--- config.mk ---
export PLATFORM = sky130hd
export DESIGN_NAME = lct_timer
export DESIGN_NICKNAME = d
export VERILOG_FILES = /design/src/rtl/lct_pkg.sv /design/src/rtl/lct_prescaler.sv /design/src/rtl/lct_countdown.sv /design/src/rtl/lct_pending.sv /design/src/rtl/lct_timer.sv
export SDC_FILE = /design/constraint.sdc
export NUM_CORES = 1
export LEC_CHECK = 0
export CAP_MARGIN = 5
export CORE_ASPECT_RATIO = 2
export CORE_MARGIN = 4
export CORE_UTILIZATION = 45
export CTS_BUF_LIST = sky130_fd_sc_hd__clkbuf_16
export DETAILED_ROUTE_END_ITERATION = 12
export HOLD_SLACK_MARGIN = 0.15
export PLACE_DENSITY = 0.71
export SLEW_MARGIN = 25
export SYNTH_ARGS = -nofsm -noshare
export SYNTH_HDL_FRONTEND = slang
export SYNTH_HIERARCHICAL = 1
export SYNTH_SLANG_ARGS = --single-unit
export TNS_END_PERCENT = 1
--- constraint.sdc ---
create_clock -name clk -period 8.4 [get_ports clk]
set_clock_uncertainty 0.1 [all_clocks]
set_input_delay 1.68 -clock clk [delete_from_list [all_inputs] [get_ports clk]]
set_output_delay 1.68 -clock clk [all_outputs]
set_load 0.01 [all_outputs]
--- src/rtl/lct_pkg.sv ---
`timescale 1ns/1ps
package lct_pkg;

    localparam int DATA_W       = 32;
    localparam int ADDR_W       = 4;
    localparam int VEC_W        = 8;
    localparam int SHIFT_W      = 3;
    localparam int CTRL_EN_BIT  = 8;
    localparam int ENT_MASK_BIT = 16;
    localparam int ENT_PER_BIT  = 17;

    localparam logic [ADDR_W-1:0] ADR_CTRL     = 4'h0;
    localparam logic [ADDR_W-1:0] ADR_INIT     = 4'h1;
    localparam logic [ADDR_W-1:0] ADR_CUR      = 4'h2;
    localparam logic [ADDR_W-1:0] ADR_DIV      = 4'h3;
    localparam logic [ADDR_W-1:0] ADR_ENT_BASE = 4'h8;

    typedef struct packed {
        logic             periodic;
        logic             masked;
        logic [VEC_W-1:0] vec;
    } lvt_ent_t;

    localparam lvt_ent_t ENT_RESET = '{periodic: 1'b0, masked: 1'b1, vec: '0};

    // Shuffled divide code: bits {3,1,0}, plus one, modulo eight.
    function automatic logic [SHIFT_W-1:0] div_shift(input logic [3:0] code);
        logic [SHIFT_W-1:0] sel;
        sel = {code[3], code[1], code[0]};
        return sel + 3'd1;
    endfunction

    function automatic lvt_ent_t ent_pack(input logic [DATA_W-1:0] w,
                                          input logic keep_per,
                                          input logic force_mask);
        lvt_ent_t e;
        e.vec      = w[VEC_W-1:0];
        e.masked   = w[ENT_MASK_BIT] | force_mask;
        e.periodic = keep_per & w[ENT_PER_BIT];
        return e;
    endfunction

    function automatic logic [DATA_W-1:0] ent_word(input lvt_ent_t e);
        logic [DATA_W-1:0] w;
        w               = '0;
        w[VEC_W-1:0]    = e.vec;
        w[ENT_MASK_BIT] = e.masked;
        w[ENT_PER_BIT]  = e.periodic;
        return w;
    endfunction

endpackage

--- src/rtl/lct_prescaler.sv ---
`timescale 1ns/1ps
module lct_prescaler
    import lct_pkg::*;
#(
    parameter int SEL_W = SHIFT_W
) (
    input  logic             clk,
    input  logic             rst,
    input  logic             restart,
    input  logic             run,
    input  logic [SEL_W-1:0] shift,
    output logic             tick
);
    localparam int PS_W = (1 << SEL_W) - 1;

    logic [PS_W-1:0] cnt_q;
    logic [PS_W-1:0] limit;

    assign limit = ~({PS_W{1'b1}} << shift);
    assign tick  = run & ~restart & (cnt_q == limit);

    always_ff @(posedge clk) begin
        if (rst || restart || !run) begin
            cnt_q <= '0;
        end else if (tick) begin
            cnt_q <= '0;
        end else begin
            cnt_q <= cnt_q + 1'b1;
        end
    end
endmodule

--- src/rtl/lct_countdown.sv ---
`timescale 1ns/1ps
module lct_countdown #(
    parameter int CNT_W = 32
) (
    input  logic             clk,
    input  logic             rst,
    input  logic             load,
    input  logic [CNT_W-1:0] load_val,
    input  logic [CNT_W-1:0] reload_val,
    input  logic             periodic,
    input  logic             tick,
    output logic [CNT_W-1:0] cur,
    output logic             active,
    output logic             expire
);
    localparam logic [CNT_W-1:0] ONE = CNT_W'(1);

    assign active = (cur != '0);
    assign expire = tick & ~load & (cur == ONE);

    always_ff @(posedge clk) begin
        if (rst) begin
            cur <= '0;
        end else if (load) begin
            cur <= load_val;
        end else if (tick && active) begin
            if (cur == ONE) begin
                cur <= periodic ? reload_val : '0;
            end else begin
                cur <= cur - ONE;
            end
        end
    end
endmodule

--- src/rtl/lct_pending.sv ---
`timescale 1ns/1ps
module lct_pending #(
    parameter int PEND_W = 3
) (
    input  logic              clk,
    input  logic              rst,
    input  logic              clear,
    input  logic              inc,
    input  logic              dec,
    output logic [PEND_W-1:0] count,
    output logic              nonzero
);
    localparam logic [PEND_W-1:0] FULL = '1;

    assign nonzero = (count != '0);

    always_ff @(posedge clk) begin
        if (rst || clear) begin
            count <= '0;
        end else begin
            case ({inc, dec})
                2'b10:   if (count != FULL) count <= count + 1'b1;
                2'b01:   if (nonzero)       count <= count - 1'b1;
                default: count <= count;
            endcase
        end
    end
endmodule

--- src/rtl/lct_timer.sv ---
`timescale 1ns/1ps
module lct_timer
    import lct_pkg::*;
#(
    parameter int CNT_W   = 32,
    parameter int PEND_W  = 3,
    parameter int NUM_ENT = 4
) (
    input  logic              clk,
    input  logic              rst,
    input  logic              wr_en,
    input  logic [ADDR_W-1:0] wr_addr,
    input  logic [DATA_W-1:0] wr_data,
    input  logic [ADDR_W-1:0] rd_addr,
    output logic [DATA_W-1:0] rd_data,
    input  logic              ack,
    output logic              irq_req,
    output logic [VEC_W-1:0]  irq_vector
);
    logic              ctrl_en;
    logic [CNT_W-1:0]  init_q;
    logic [3:0]        div_q;
    lvt_ent_t          ents [NUM_ENT];
    lvt_ent_t          tmr_ent;
    logic              tmr_masked;

    logic              ctrl_wr, init_wr, div_wr, ent0_wr, disable_evt;
    logic              tick, cnt_active, expire, pend_nz, take;
    logic [CNT_W-1:0]  cur_cnt;
    logic [PEND_W-1:0] pend_cnt;

    assign ctrl_wr     = wr_en && (wr_addr == ADR_CTRL);
    assign init_wr     = wr_en && (wr_addr == ADR_INIT);
    assign div_wr      = wr_en && (wr_addr == ADR_DIV);
    assign ent0_wr     = wr_en && (wr_addr == ADR_ENT_BASE);
    assign disable_evt = ctrl_wr && !wr_data[CTRL_EN_BIT];

    always_ff @(posedge clk) begin
        if (rst) begin
            ctrl_en <= 1'b0;
            init_q  <= '0;
            div_q   <= '0;
        end else begin
            if (ctrl_wr) ctrl_en <= wr_data[CTRL_EN_BIT];
            if (init_wr) init_q  <= wr_data[CNT_W-1:0];
            if (div_wr)  div_q   <= wr_data[3:0];
        end
    end

    // One register per vector-table entry; entry 0 is the timer entry.
    for (genvar g = 0; g < NUM_ENT; g++) begin : g_ent
        lvt_ent_t q;
        logic     hit;
        assign hit = wr_en && (wr_addr == ADR_ENT_BASE + ADDR_W'(g));
        always_ff @(posedge clk) begin
            if (rst) begin
                q <= ENT_RESET;
            end else if (disable_evt) begin
                q.masked <= 1'b1;
            end else if (hit) begin
                q <= ent_pack(wr_data, (g == 0), !ctrl_en);
            end
        end
        assign ents[g] = q;
    end

    assign tmr_ent    = ents[0];
    assign tmr_masked = tmr_ent.masked;

    lct_prescaler #(.SEL_W(SHIFT_W)) u_presc (
        .clk     (clk),
        .rst     (rst),
        .restart (init_wr | div_wr),
        .run     (cnt_active),
        .shift   (div_shift(div_q)),
        .tick    (tick)
    );

    lct_countdown #(.CNT_W(CNT_W)) u_count (
        .clk        (clk),
        .rst        (rst),
        .load       (init_wr),
        .load_val   (wr_data[CNT_W-1:0]),
        .reload_val (init_q),
        .periodic   (tmr_ent.periodic),
        .tick       (tick),
        .cur        (cur_cnt),
        .active     (cnt_active),
        .expire     (expire)
    );

    assign take = ack & irq_req;

    lct_pending #(.PEND_W(PEND_W)) u_pend (
        .clk     (clk),
        .rst     (rst),
        .clear   (init_wr | disable_evt),
        .inc     (expire),
        .dec     (take),
        .count   (pend_cnt),
        .nonzero (pend_nz)
    );

    assign irq_req    = ~tmr_masked & pend_nz;
    assign irq_vector = tmr_ent.vec;

    always_comb begin
        rd_data = '0;
        if (rd_addr == ADR_CTRL) rd_data[CTRL_EN_BIT] = ctrl_en;
        if (rd_addr == ADR_INIT) rd_data = DATA_W'(init_q);
        if (rd_addr == ADR_CUR)  rd_data = DATA_W'(cur_cnt);
        if (rd_addr == ADR_DIV)  rd_data[3:0] = div_q;
        for (int i = 0; i < NUM_ENT; i++) begin
            if (rd_addr == ADR_ENT_BASE + ADDR_W'(i)) rd_data = ent_word(ents[i]);
        end
    end
endmodule

=== Yosys cells after proc, flatten, opt, wreduce, memory -nomap -nowiden ===
Index checks and enable logic that the tools add are counted.

* Reductions and logical operators: 28
* Divide/modulo/power cells: 0
* Shifts and indexed selects: 1
* Multiply operators: 0
* Multiplexer cells: 15
* Order comparisons: 0
* Add/subtract/negate cells: 5
* Bitwise logic cells: 14
* Eq/ne operators: 20

{| class="wikitable"
|+ Operators by type and width
! cell !! number
|-
| 32-bit two-way mux || 10
|-
| 32-bit by 1-bit == test with 1-bit output, second input constant || 1
|-
| 4-bit == test, second input constant || 8
|-
| 32-bit nonzero test || 1
|-
| 32-bit by 1-bit subtractor with 32-bit output, second input constant || 1
|-
| 4-bit by 2-bit == test with 1-bit output, second input constant || 3
|-
| 1-bit logical AND || 9
|-
| 4-bit by 1-bit == test with 1-bit output, second input constant || 2
|-
| 4-bit logical NOT || 2
|-
| 2-bit AND reduction || 4
|-
| 7-bit by 1-bit adder with 7-bit output, second input constant || 1
|-
| 7-bit == test || 1
|-
| 7-bit NOT || 1
|-
| 7-bit by 3-bit << shifter with 7-bit output, first input constant || 1
|-
| 3-bit by 1-bit adder with 3-bit output, second input constant || 2
|-
| 1-bit bitwise AND || 6
|-
| 3-bit two-way mux || 2
|-
| 3-bit case mux with 2 select lines || 1
|-
| 4-bit two-way mux || 1
|-
| 1-bit NOT || 4
|-
| 2-bit nonzero test || 2
|-
| 2-bit OR reduction || 2
|-
| 1-bit logical NOT || 3
|-
| 1-bit logical OR || 3
|-
| other kinds (10) || 12
|}

* Memories kept: 0
* Word-level logic and storage cells: 98
* Memory bits (read-only): 0
* Register bits: 116
* Bits in writable memories: 0
* Bits in latches: 0
* Input bits: 44
* Output and inout port bits: 41

=== Depth between registers and ports, before layout ===
Gate-level depths: netlist (run 1).

* Depth in word-level cells: 11
* Gate-level depth with buffers: 17
* Gate-level depth less buffers: 16

=== Modules after synthesis ===
Netlist (run 1), hierarchy kept.

{| class="wikitable"
|+ By module, submodules not included
! module !! times used !! cells an instance !! seq. area each (µm²) !! area an instance (µm²)
|-
| lct_timer || 1 || 461 || 1481.4 || 3631.0
|-
| lct_countdown || 1 || 331 || 640.6 || 2598.7
|-
| lct_prescaler || 1 || 52 || 140.1 || 454.2
|-
| lct_pending || 1 || 27 || 60.1 || 237.7
|}

=== Worst setup path before layout (run 1) ===
OpenSTA, ideal clock, no wires.

* Path kind: input -> register
* Start: in wr_addr[1]
* End: reg u_pend.count[2]
* Arrival: 4701 ps
* Cell stages on the path: 17
* Required time: 8214 ps
* Path slack: 3514 ps
* Library setup time: 86 ps
* Buffers on the path: 3
* Path through: clkbuf_1 nand2b_1 clkbuf_1 a21oi_1 nand2b_1 buf_4 a211oi_1 o21ai_1 nor4_4 nor2b_1 and3_1 nor2b_2 inv_1 fa_1 nor3b_1 a22o_1 a211oi_1

* Cells in the longest elaborated chain, start to end: 11
* Elaborated cells on any way between the ends: 23
* Those cells by class: eq/ne (6); mux (1); bitwise (8); reduce/logical (8)

{| class="wikitable"
|+ RTL lines
! item !! line !! text
|-
| start: declaration || lct_timer.sv:12 || <nowiki>input logic [ADDR_W-1:0] wr_addr,</nowiki>
|-
| 4-bit by 1-bit == test with 1-bit output / 4-bit by 2-bit == test with 1-bit output (equally long branches) || lct_timer.sv:33, lct_timer.sv:34 ||
|-
| 1-bit logical AND, on equally long branches || lct_timer.sv:33, lct_timer.sv:34 ||
|-
| 1-bit OR (*) || lct_timer.sv:73 || <nowiki>.restart (init_wr | div_wr),</nowiki>
|-
| 1-bit NOT (*) || lct_prescaler.sv:20 || <nowiki>assign tick = run & ~restart & (cnt_q == limit);</nowiki>
|-
| 1-bit bitwise AND (*) (2 in series) || lct_prescaler.sv:20 ||
|-
| via tick || lct_timer.sv:28 || <nowiki>logic tick, cnt_active, expire, pend_nz, take;</nowiki>
|-
| 1-bit bitwise AND (*) (2 in series) || lct_countdown.sv:19 || <nowiki>assign expire = tick & ~load & (cur == ONE);</nowiki>
|-
| via expire || lct_timer.sv:28 ||
|-
| 2-bit == test / 2-bit by 1-bit == test with 1-bit output (equally long branches) || lct_pending.sv:21 || <nowiki>case ({inc, dec})</nowiki>
|-
| 2-bit by 1-bit inequality test with 1-bit output (no line), or another cell as far along || -- ||
|-
| 3-bit AND reduction (no line) || -- ||
|-
| end signal: assignment || lct_pending.sv:22 || <nowiki>2'b10: if (count != FULL) count <= count + 1'b1;</nowiki>
|-
| end signal: assignment || lct_pending.sv:23 || <nowiki>2'b01: if (nonzero) count <= count - 1'b1;</nowiki>
|-
| end signal: assignment || lct_pending.sv:24 || <nowiki>default: count <= count;</nowiki>
|-
| end: declaration || lct_pending.sv:10 || <nowiki>output logic [PEND_W-1:0] count,</nowiki>
|}

The timed path passes the listed nets; every way through them passes the cells marked *.
A chain may end at the register's enable or synchronous reset.

=== Worst setup path in the final report (run 1) ===
* Start: in rd_addr[1]
* End: out rd_data[17]

* Cells in the longest elaborated chain, start to end: 7
* Elaborated cells on any way between the ends: 12
* Those cells by class: eq/ne (6); mux (6)

{| class="wikitable"
|+ RTL lines
! item !! line !! text
|-
| start: declaration || lct_timer.sv:14 || <nowiki>input logic [ADDR_W-1:0] rd_addr,</nowiki>
|-
| 4-bit by 1-bit == test with 1-bit output || lct_timer.sv:110 || <nowiki>if (rd_addr == ADR_INIT) rd_data = DATA_W'(init_q);</nowiki>
|-
| 32-bit two-way mux || lct_timer.sv:110 ||
|-
| 32-bit two-way mux || lct_timer.sv:111 || <nowiki>if (rd_addr == ADR_CUR) rd_data = DATA_W'(cur_cnt);</nowiki>
|-
| 32-bit two-way mux (3 in series) || lct_timer.sv:114 || <nowiki>if (rd_addr == ADR_ENT_BASE + ADDR_W'(i)) rd_data = ent_word(ents[i]);</nowiki>
|-
| 32-bit two-way mux (*) || lct_timer.sv:114 ||
|-
| end: declaration || lct_timer.sv:15 || <nowiki>output logic [DATA_W-1:0] rd_data,</nowiki>
|}

Mark *: on every way between the ends. The rest lies on a longest branch, timed or not.

==> summary.txt, run 1 <==
Logic synthesis
  • Register area share after synthesis: 0.3355
  • Number of library cell types mapped by synthesis: 75
  • Synth top area cells: dfxtp_1 (34%), nand2_1 (7.3%), a21oi_1 (6.0%)
  • Cell taking the most area after synthesis: dfxtp_1
  • Mapped Nets: 921
  • Post-Synthesis Cells: 871
  • Ys flop type: dfxtp_1
  • Mapped cell area: 6922 µm²
  • Synth Warn #: 6
  • Asr flop ratio synth: 0
  • FF+latch count, synth: 116
  • EDFF count, synth: 0
  • Syn avg cell area: 7.947 µm²
  • Post-synth top area share: 0.3355

Power
  • Pwr dens: 299.3 nW/µm²
  • Peak supply drop: 193.3 µV
  • Static leakage: 2.958 nW
  • Total chip power: 2.475 mW

Setup path
  • Worst r2r src: u_count/cur[4]
  • Reg-to-Reg End: u_pend/count[2]
  • CP max FO: 25
  • Arrival @ worst endpoint: 4.88 ns
  • Crit path required time: 6.62 ns
  • Critical path type: input pin to output port
  • CP startpoint: rd_addr[1]
  • Startpoint Class: input pin
  • R2R setup slack: 3.63 ns
  • Crit. End Element: output port
  • Worst reg-to-reg path cell count: 15

Clock network
  • Worst-path clk slew: 0.06 ns
  • H-tree levels: 4
  • TritonCTS clock tree: done
  • Clk Latency, worst-skew pair: 0.41 ns
  • Post-CTS Hold Fix Bufs: 0
  • Post-CTS Setup Bufs: 0
  • Cts repair resizes: 0
  • CTS Buf Count: 17
  • Clock sinks: 116
  • CTS Buffer Depth: 2
  • CTS root buf: clkbuf_16

Timing
  • Maximum clock frequency: 150.2 MHz
  • Relative slew slack: 0.2370
  • Final setup violation count: 0
  • Final hold vios: 0
  • Setup slack after layout: 1.742 ns
  • Final count of pins violating max slew: 0
  • Final total negative setup slack: 0 ns
  • Least-Margin Pin Slew: 1.139 ns
  • Tmin final: 6.658 ns
  • Crit share post-route: 0.7926
  • RSZ-0062 raised after global routing: no
  • Hold Slack: 0.3769 ns

Layout
  • Ant diodes: 0
  • Ratio of cells with drive above 1 in the final layout: 0.08082
  • Design area: 8270 µm²
  • Area growth, synth to finish: 19.49%
  • Final Util: 0.5522
  • Finished Layout Cells: 1123
  • Final #Nets: 965

Place
  • HPWL after DPL: 14970 µm
  • Pre-CTS setup slack: 1.799 ns
  • Placed cells: 1091
  • Buffers added on ports: 84
  • Placement Cell Area: 7710 µm²
  • RePlAce Congestion: 0.9281

GRT
  • Global-route wire length before repair: 33410 µm
  • GRT Util Overall: 0.2437
  • Initial antenna violation count: 0
  • Vias in the first global route: 6575
  • Total congestion overflow: 0
  • Largest net degree at the start of global routing: 73

Worst hold path
  • Hold-critical path endpoint: irq_vector[2]
  • HP Start: irq_vector[2]
  • WHS Path Cells: 2
  • Worst hold path type: flop to flop

Floorplan
  • Row count: 63
  • Chip Width: 95.70 µm
  • Full die area: 17550 µm²
  • # IOs: 85
  • Core box area: 14980 µm²
  • Initial Util: 0.4622
  • Die Y: 183.4 µm

Drt
  • Via count: 6708
  • Vias per cell: 5.973
  • Final antenna-violating net count: 0
  • DRT Pass-1 Iters: 5
  • DR DRC count: 0
  • DR iter-0 viols: 421
  • Final wirelength: 21260 µm
  • Per-cell routed wire length: 18.93 µm

Outcome
  • Status: complete, no violations

Run
  • Max-Cap Viols: 0
==> final cells by class <==
class	instances	area (µm²)
timing repair buffer	91	890.9
fill	1438	6706
tap	195	244.0
sequential	116	2322
clock buffer	17	425.4
clock inverter	15	135.1
inverter	29	113.9
multi-input combinational	660	4139
==> flip-flops by register name (all words and copies together), names as in the netlist <==
register	cells
init_q	32
u_count/cur	32
ents	28
irq_vector	8
u_presc/cnt_q	7
div_q	4
u_pend/count	3
ctrl_en	1
tmr_masked	1
==> logic make-up (layout without fill, tap and decap cells) <==
| family | after synthesis | after routing | share of synthesized area |
|---|---|---|---|
| xor+xnor | 26 | 26 | 0.03290 |
| compound gates | 252 | 252 | 0.2498 |
| fa+ha+maj | 6 | 6 | 0.01193 |
| buf+inv | 95 | 152 | 0.06869 |
| simple gates | 342 | 342 | 0.2513 |
| flops | 116 | 116 | 0.3355 |
| mux | 34 | 34 | 0.04989 |
==> layer usage <==
metal  GRT usage  up-vias  part of all wire
met4      0.1448        0             0.053
met1      0.2554     3110              0.37
met2      0.4359      285              0.53
met5           0        -                 0
met3     0.04680       71             0.053
li1            -     3242                 -
==> worst max-delay path: stages <==
cell and delay (ns):
clkdlybuf4s50_1 0.88, nor2b_1 1.00, and2_0 0.22, buf_4 0.28
nand2_1 0.10, o31ai_1 0.10, clkdlybuf4s50_1 0.60
==> worst max path at each step <==
stage / end / slack, ns
2_1_floorplan: u_pend/count[2] / 3.51
3_3_place_gp: rd_data[30] / 1.87
3_5_place_dp: rd_data[30] / 1.80
4_1_cts: rd_data[17] / 1.76
5_1_grt: rd_data[17] / 1.54
6_report: rd_data[17] / 1.74
==> synth_stat cells, types with 7 or more instances <==
master,number
nand2_1,135
dfxtp_1,116
a21oi_1,83
nor2_1,60
o21ai_0,37
clkbuf_1,35
a22o_1,31
mux2i_1,30
inv_1,28
nor3_1,25
a22oi_1,20
nor4_1,20
nor2b_1,19
xor2_1,17
a211oi_1,14
nand3_1,13
buf_4,11
buf_2,10
xnor2_1,9
buf_6,8
nand2b_1,8
or3_1,7
==> power by group <==
| part | switching (mW) | leakage, nW | internal [mW] |
|---|---|---|---|
| Clock | 0.277 | 0.273 | 0.408 |
| Combinational | 0.645 | 1.74 | 0.401 |
| Sequential | 0.124 | 0.940 | 0.621 |
| Total | 1.05 | 2.96 | 1.43 |
==> placed cells by master (no fill, tap or decap), types with 9 or more instances in the layout <==
| cell | synthesis | routed |
|---|---|---|
| o21ai_0 | 37 | 37 |
| nand2_1 | 135 | 135 |
| dfxtp_1 | 116 | 116 |
| nor4_1 | 20 | 20 |
| xor2_1 | 17 | 17 |
| a211oi_1 | 14 | 14 |
| a22oi_1 | 20 | 20 |
| clkbuf_16 | 0 | 17 |
| clkdlybuf4s50_1 | 0 | 83 |
| inv_1 | 28 | 28 |
| nor3_1 | 25 | 23 |
| xnor2_1 | 9 | 9 |
| nor2b_1 | 19 | 19 |
| a22o_1 | 31 | 31 |
| a21oi_1 | 83 | 83 |
| nand3_1 | 13 | 13 |
| mux2i_1 | 30 | 30 |
| nor2_1 | 60 | 60 |
(Power assumes the default switching activity.)
==> inputs of run 2 (changes only) <==
--- a/config.mk
+++ b/config.mk
@@ -12,7 +12,7 @@
 export CTS_BUF_LIST = sky130_fd_sc_hd__clkbuf_16
 export DETAILED_ROUTE_END_ITERATION = 12
 export HOLD_SLACK_MARGIN = 0.15
-export PLACE_DENSITY = 0.71
+export PLACE_DENSITY = 0.73
 export SLEW_MARGIN = 25
 export SYNTH_ARGS = -nofsm -noshare
 export SYNTH_HDL_FRONTEND = slang
==> constraint.sdc (replaced) <==
create_clock -name clk -period 6.1 [get_ports clk]
set_clock_uncertainty 0.1 [all_clocks]
set_input_delay 1.22 -clock clk [delete_from_list [all_inputs] [get_ports clk]]
set_output_delay 1.22 -clock clk [all_outputs]
set_load 0.01 [all_outputs]
==> run 2 against run 1 <==
Against the previous run:
- die area did not move
- worst hold slack got worse by 0.0049 ns
- cell count rose by 0.27%
- via count rose by 3.0%
- register-to-register slack got worse by 2.2 ns
- total power rose by 41%
- count of clock-buffer cells in the layout did not move
- highest routed layer unchanged
- largest cell class unchanged
- core utilization rose by 0.48 points
- sequential power rose by 38%
- clock power rose by 49%
- final area rose by 0.86%
==> summary.txt, run 2 (same netlist as run 1, synthesis figures left out) <==
Outcome
  • Status: complete, no violations

Clock network
  • Post-CTS Hold Fix Bufs: 0 (unchanged)
  • Worst-path clk slew: 0.05 ns (about the same)
  • Post-CTS Setup Bufs: 0 (unchanged)
  • CTS Buffer Depth: 2 (unchanged)
  • Clk Latency, worst-skew pair: 0.41 ns (about the same)
  • CTS Buf Count: 17 (unchanged)
  • H-tree levels: 4 (unchanged)
  • Cts repair resizes: 0 (unchanged)
  • TritonCTS clock tree: done
  • Clock sinks: 116 (unchanged)
  • CTS root buf: clkbuf_16

Power
  • Total chip power: 3.500 mW (+41%)
  • Cell-internal power: 2.084 mW (+46%)
  • Peak supply drop: 262.7 µV (+36%)
  • Static leakage: 3.003 nW (+1.5%)
  • Pwr dens: 419.5 nW/µm² (+40%)
  • Switching part of the total: 0.4045 (-0.01806)
  • Comb power frac: 0.416 (-0.006)
  • Flop pwr share: 0.294 (-0.007)
  • Clock Power Share: 0.290 (+0.013)
  • Sw Pwr: 1.415 mW (+35%)

Setup path
  • Reg-to-Reg End: u_pend/count[2]
  • Delay-heaviest family, CP: buffers and inverters
  • Critical path type: input pin to output port
  • Crit-path max cell delay: 0.67 ns (-0.33 ns)
  • Buf/Inv on CP: 3 (unchanged)
  • R2R setup slack: 1.39 ns (-2.24 ns)
  • Worst path slowest cell: clkdlybuf4s50_1
  • CP max FO: 15 (-40%)
  • Critical path cell sequence: clkdlybuf4s50_1 > buf_4 > nand2_1 > nor2_1 > nand2_1 > o21ai_0 > clkdlybuf4s50_1
  • Worst reg-to-reg path cell count: 15 (unchanged)
  • Crit. End Element: output port
  • Crit path required time: 4.78 ns (-1.84 ns)
  • Worst r2r src: u_count/cur[4]
  • Arrival @ worst endpoint: 3.69 ns (-1.19 ns)
  • Startpoint Class: input pin

Timing
  • Final total negative setup slack: 0 ns (unchanged)
  • Crit share post-route: 0.8219
  • Final count of pins violating max slew: 0 (unchanged)
  • Final hold vios: 0 (unchanged)
  • Tmin final: 5.014 ns
  • Maximum clock frequency: 199.5 MHz
  • Final setup violation count: 0 (unchanged)
  • Relative slew slack: 0.2634 (+0.02634)
  • Least-Margin Pin Slew: 1.100 ns (-0.03933 ns)
  • RSZ-0062 raised after global routing: no

GRT
  • Largest net degree at the start of global routing: 60 (-18%)
  • Grt met2 use: 0.4601 (+0.02426)
  • GRT met1 Usage: 0.2684 (+0.01299)
  • Routing usage on met3: 0.04064 (-0.006158)
  • Initial antenna violation count: 0 (unchanged)
  • Global-route wire length before repair: 34970 µm (+4.7%)
  • GRT Util Overall: 0.2556 (+0.01196)
  • Total congestion overflow: 0 (unchanged)
  • Vias in the first global route: 6836 (+4.0%)
  • Most crowded layer after global routing: met2

Layout
  • Area growth, synth to finish: 20.52%
  • Ant diodes: 0 (unchanged)
  • Fillcell total: 1418 (-1.4%)
  • Final #Nets: 970 (+0.52%)
  • Ratio of cells with drive above 1 in the final layout: 0.08056 (-0.0002604)
  • Design area: 8342 µm² (+0.86%)
  • Most frequent cells in the layout: nand2_1 (135), dfxtp_1 (116), a21oi_1 (83), clkdlybuf4s50_1 (83), nor2_1 (60)
  • Commonest non-fill, non-tap cell in the layout: nand2_1
  • Final Util: 0.5570 (+0.004762)

Floorplan
  • Die Y: 183.4 µm (unchanged)
  • Core box area: 14980 µm² (unchanged)
  • Full die area: 17550 µm² (unchanged)
  • Initial Util: 0.4622 (unchanged)
  • Chip Width: 95.70 µm (unchanged)
  • # IOs: 85 (unchanged)
  • Row count: 63 (unchanged)

Worst hold path
  • Hold-critical path endpoint: ents[18]
  • Worst hold path type: flop to flop
  • WHS Path Cells: 2 (unchanged)
  • HP Start: ents[18]

Place
  • RePlAce Congestion: 0.9584 (+3.3%)
  • Placement Cell Area: 7742 µm² (+0.42%)
  • HPWL after DPL: 15600 µm (+4.2%)
  • Buffers added on ports: 84 (unchanged)

Drt
  • DR DRC count: 0 (unchanged)
  • Via count: 6908 (+3.0%)
  • Per-cell routed wire length: 19.60 µm (+3.6%)
  • Final wirelength: 22080 µm (+3.9%)
  • DRT Pass-1 Iters: 5 (unchanged)
  • DR iter-0 viols: 469 (+11%)
  • Final antenna-violating net count: 0 (unchanged)
  • Vias per cell: 6.135 (+2.7%)

Run
  • Max-Cap Viols: 0 (unchanged)
==> run 2: metal layers <==
metal,part of all wire,vias to the layer above
li1,-,3251
met1,0.36,3257
met2,0.53,304
met3,0.050,96
met4,0.059,0
met5,0,-
==> run 2: layout make-up <==
cell class | instances | area [µm²] | area share
inverter | 29 | 113.9 | 0.01365
multi-input combinational | 660 | 4140 | 0.4963
tap | 195 | 244.0 | 0.02925
clock inverter | 13 | 167.7 | 0.02010
clock buffer | 17 | 425.4 | 0.05100
timing repair buffer | 96 | 928.4 | 0.1113
sequential | 116 | 2322 | 0.2784
==> run 2: metrics by stage <==
step	hold slack (ns)	setup slack (ns)	std cells
floorplan	0.3332	1.674	871
global placement	0.3570	1.145	1096
detailed placement	0.3574	0.9908	1096
CTS	0.3683	1.108	1126
global route	0.3937	0.9558	1126
finish	0.3720	1.086	1126
==> run 2: how the worst max path moves through the flow <==
stage                     startpoint  cells past startpoint               to
final                     rd_addr[1]                      7       rd_data[5]
after global routing      rd_addr[1]                      7       rd_data[5]
after CTS                 rd_addr[1]                      7       rd_data[5]
after detailed placement  wr_addr[1]                     16  u_pend/count[2]
after global placement    wr_addr[1]                     16  u_pend/count[2]
after floorplan           wr_addr[1]                     17  u_pend/count[2]
==> run 2: power by group through the flow <==
stage               Clock, mW  Sequential [mW]  Combinational [mW]
floorplan                   0            0.974                1.12
global route             1.06             1.05                1.57
global placement            0             1.03                1.38
CTS                      1.03             1.02                1.41
detailed placement          0             1.03                1.39
finish                   1.02             1.03                1.46
==> run 2: worst reg2reg max path, delay by kind of cell, from the launching register on <==
kind,cells,cell delay (ns)
AND/OR/NAND/NOR,9,3.07
flip-flops,1,0.38
AO/OA/AOI/OAI,4,0.56
adder cells (fa/ha/maj),1,0.44
buffers and inverters,1,0.09
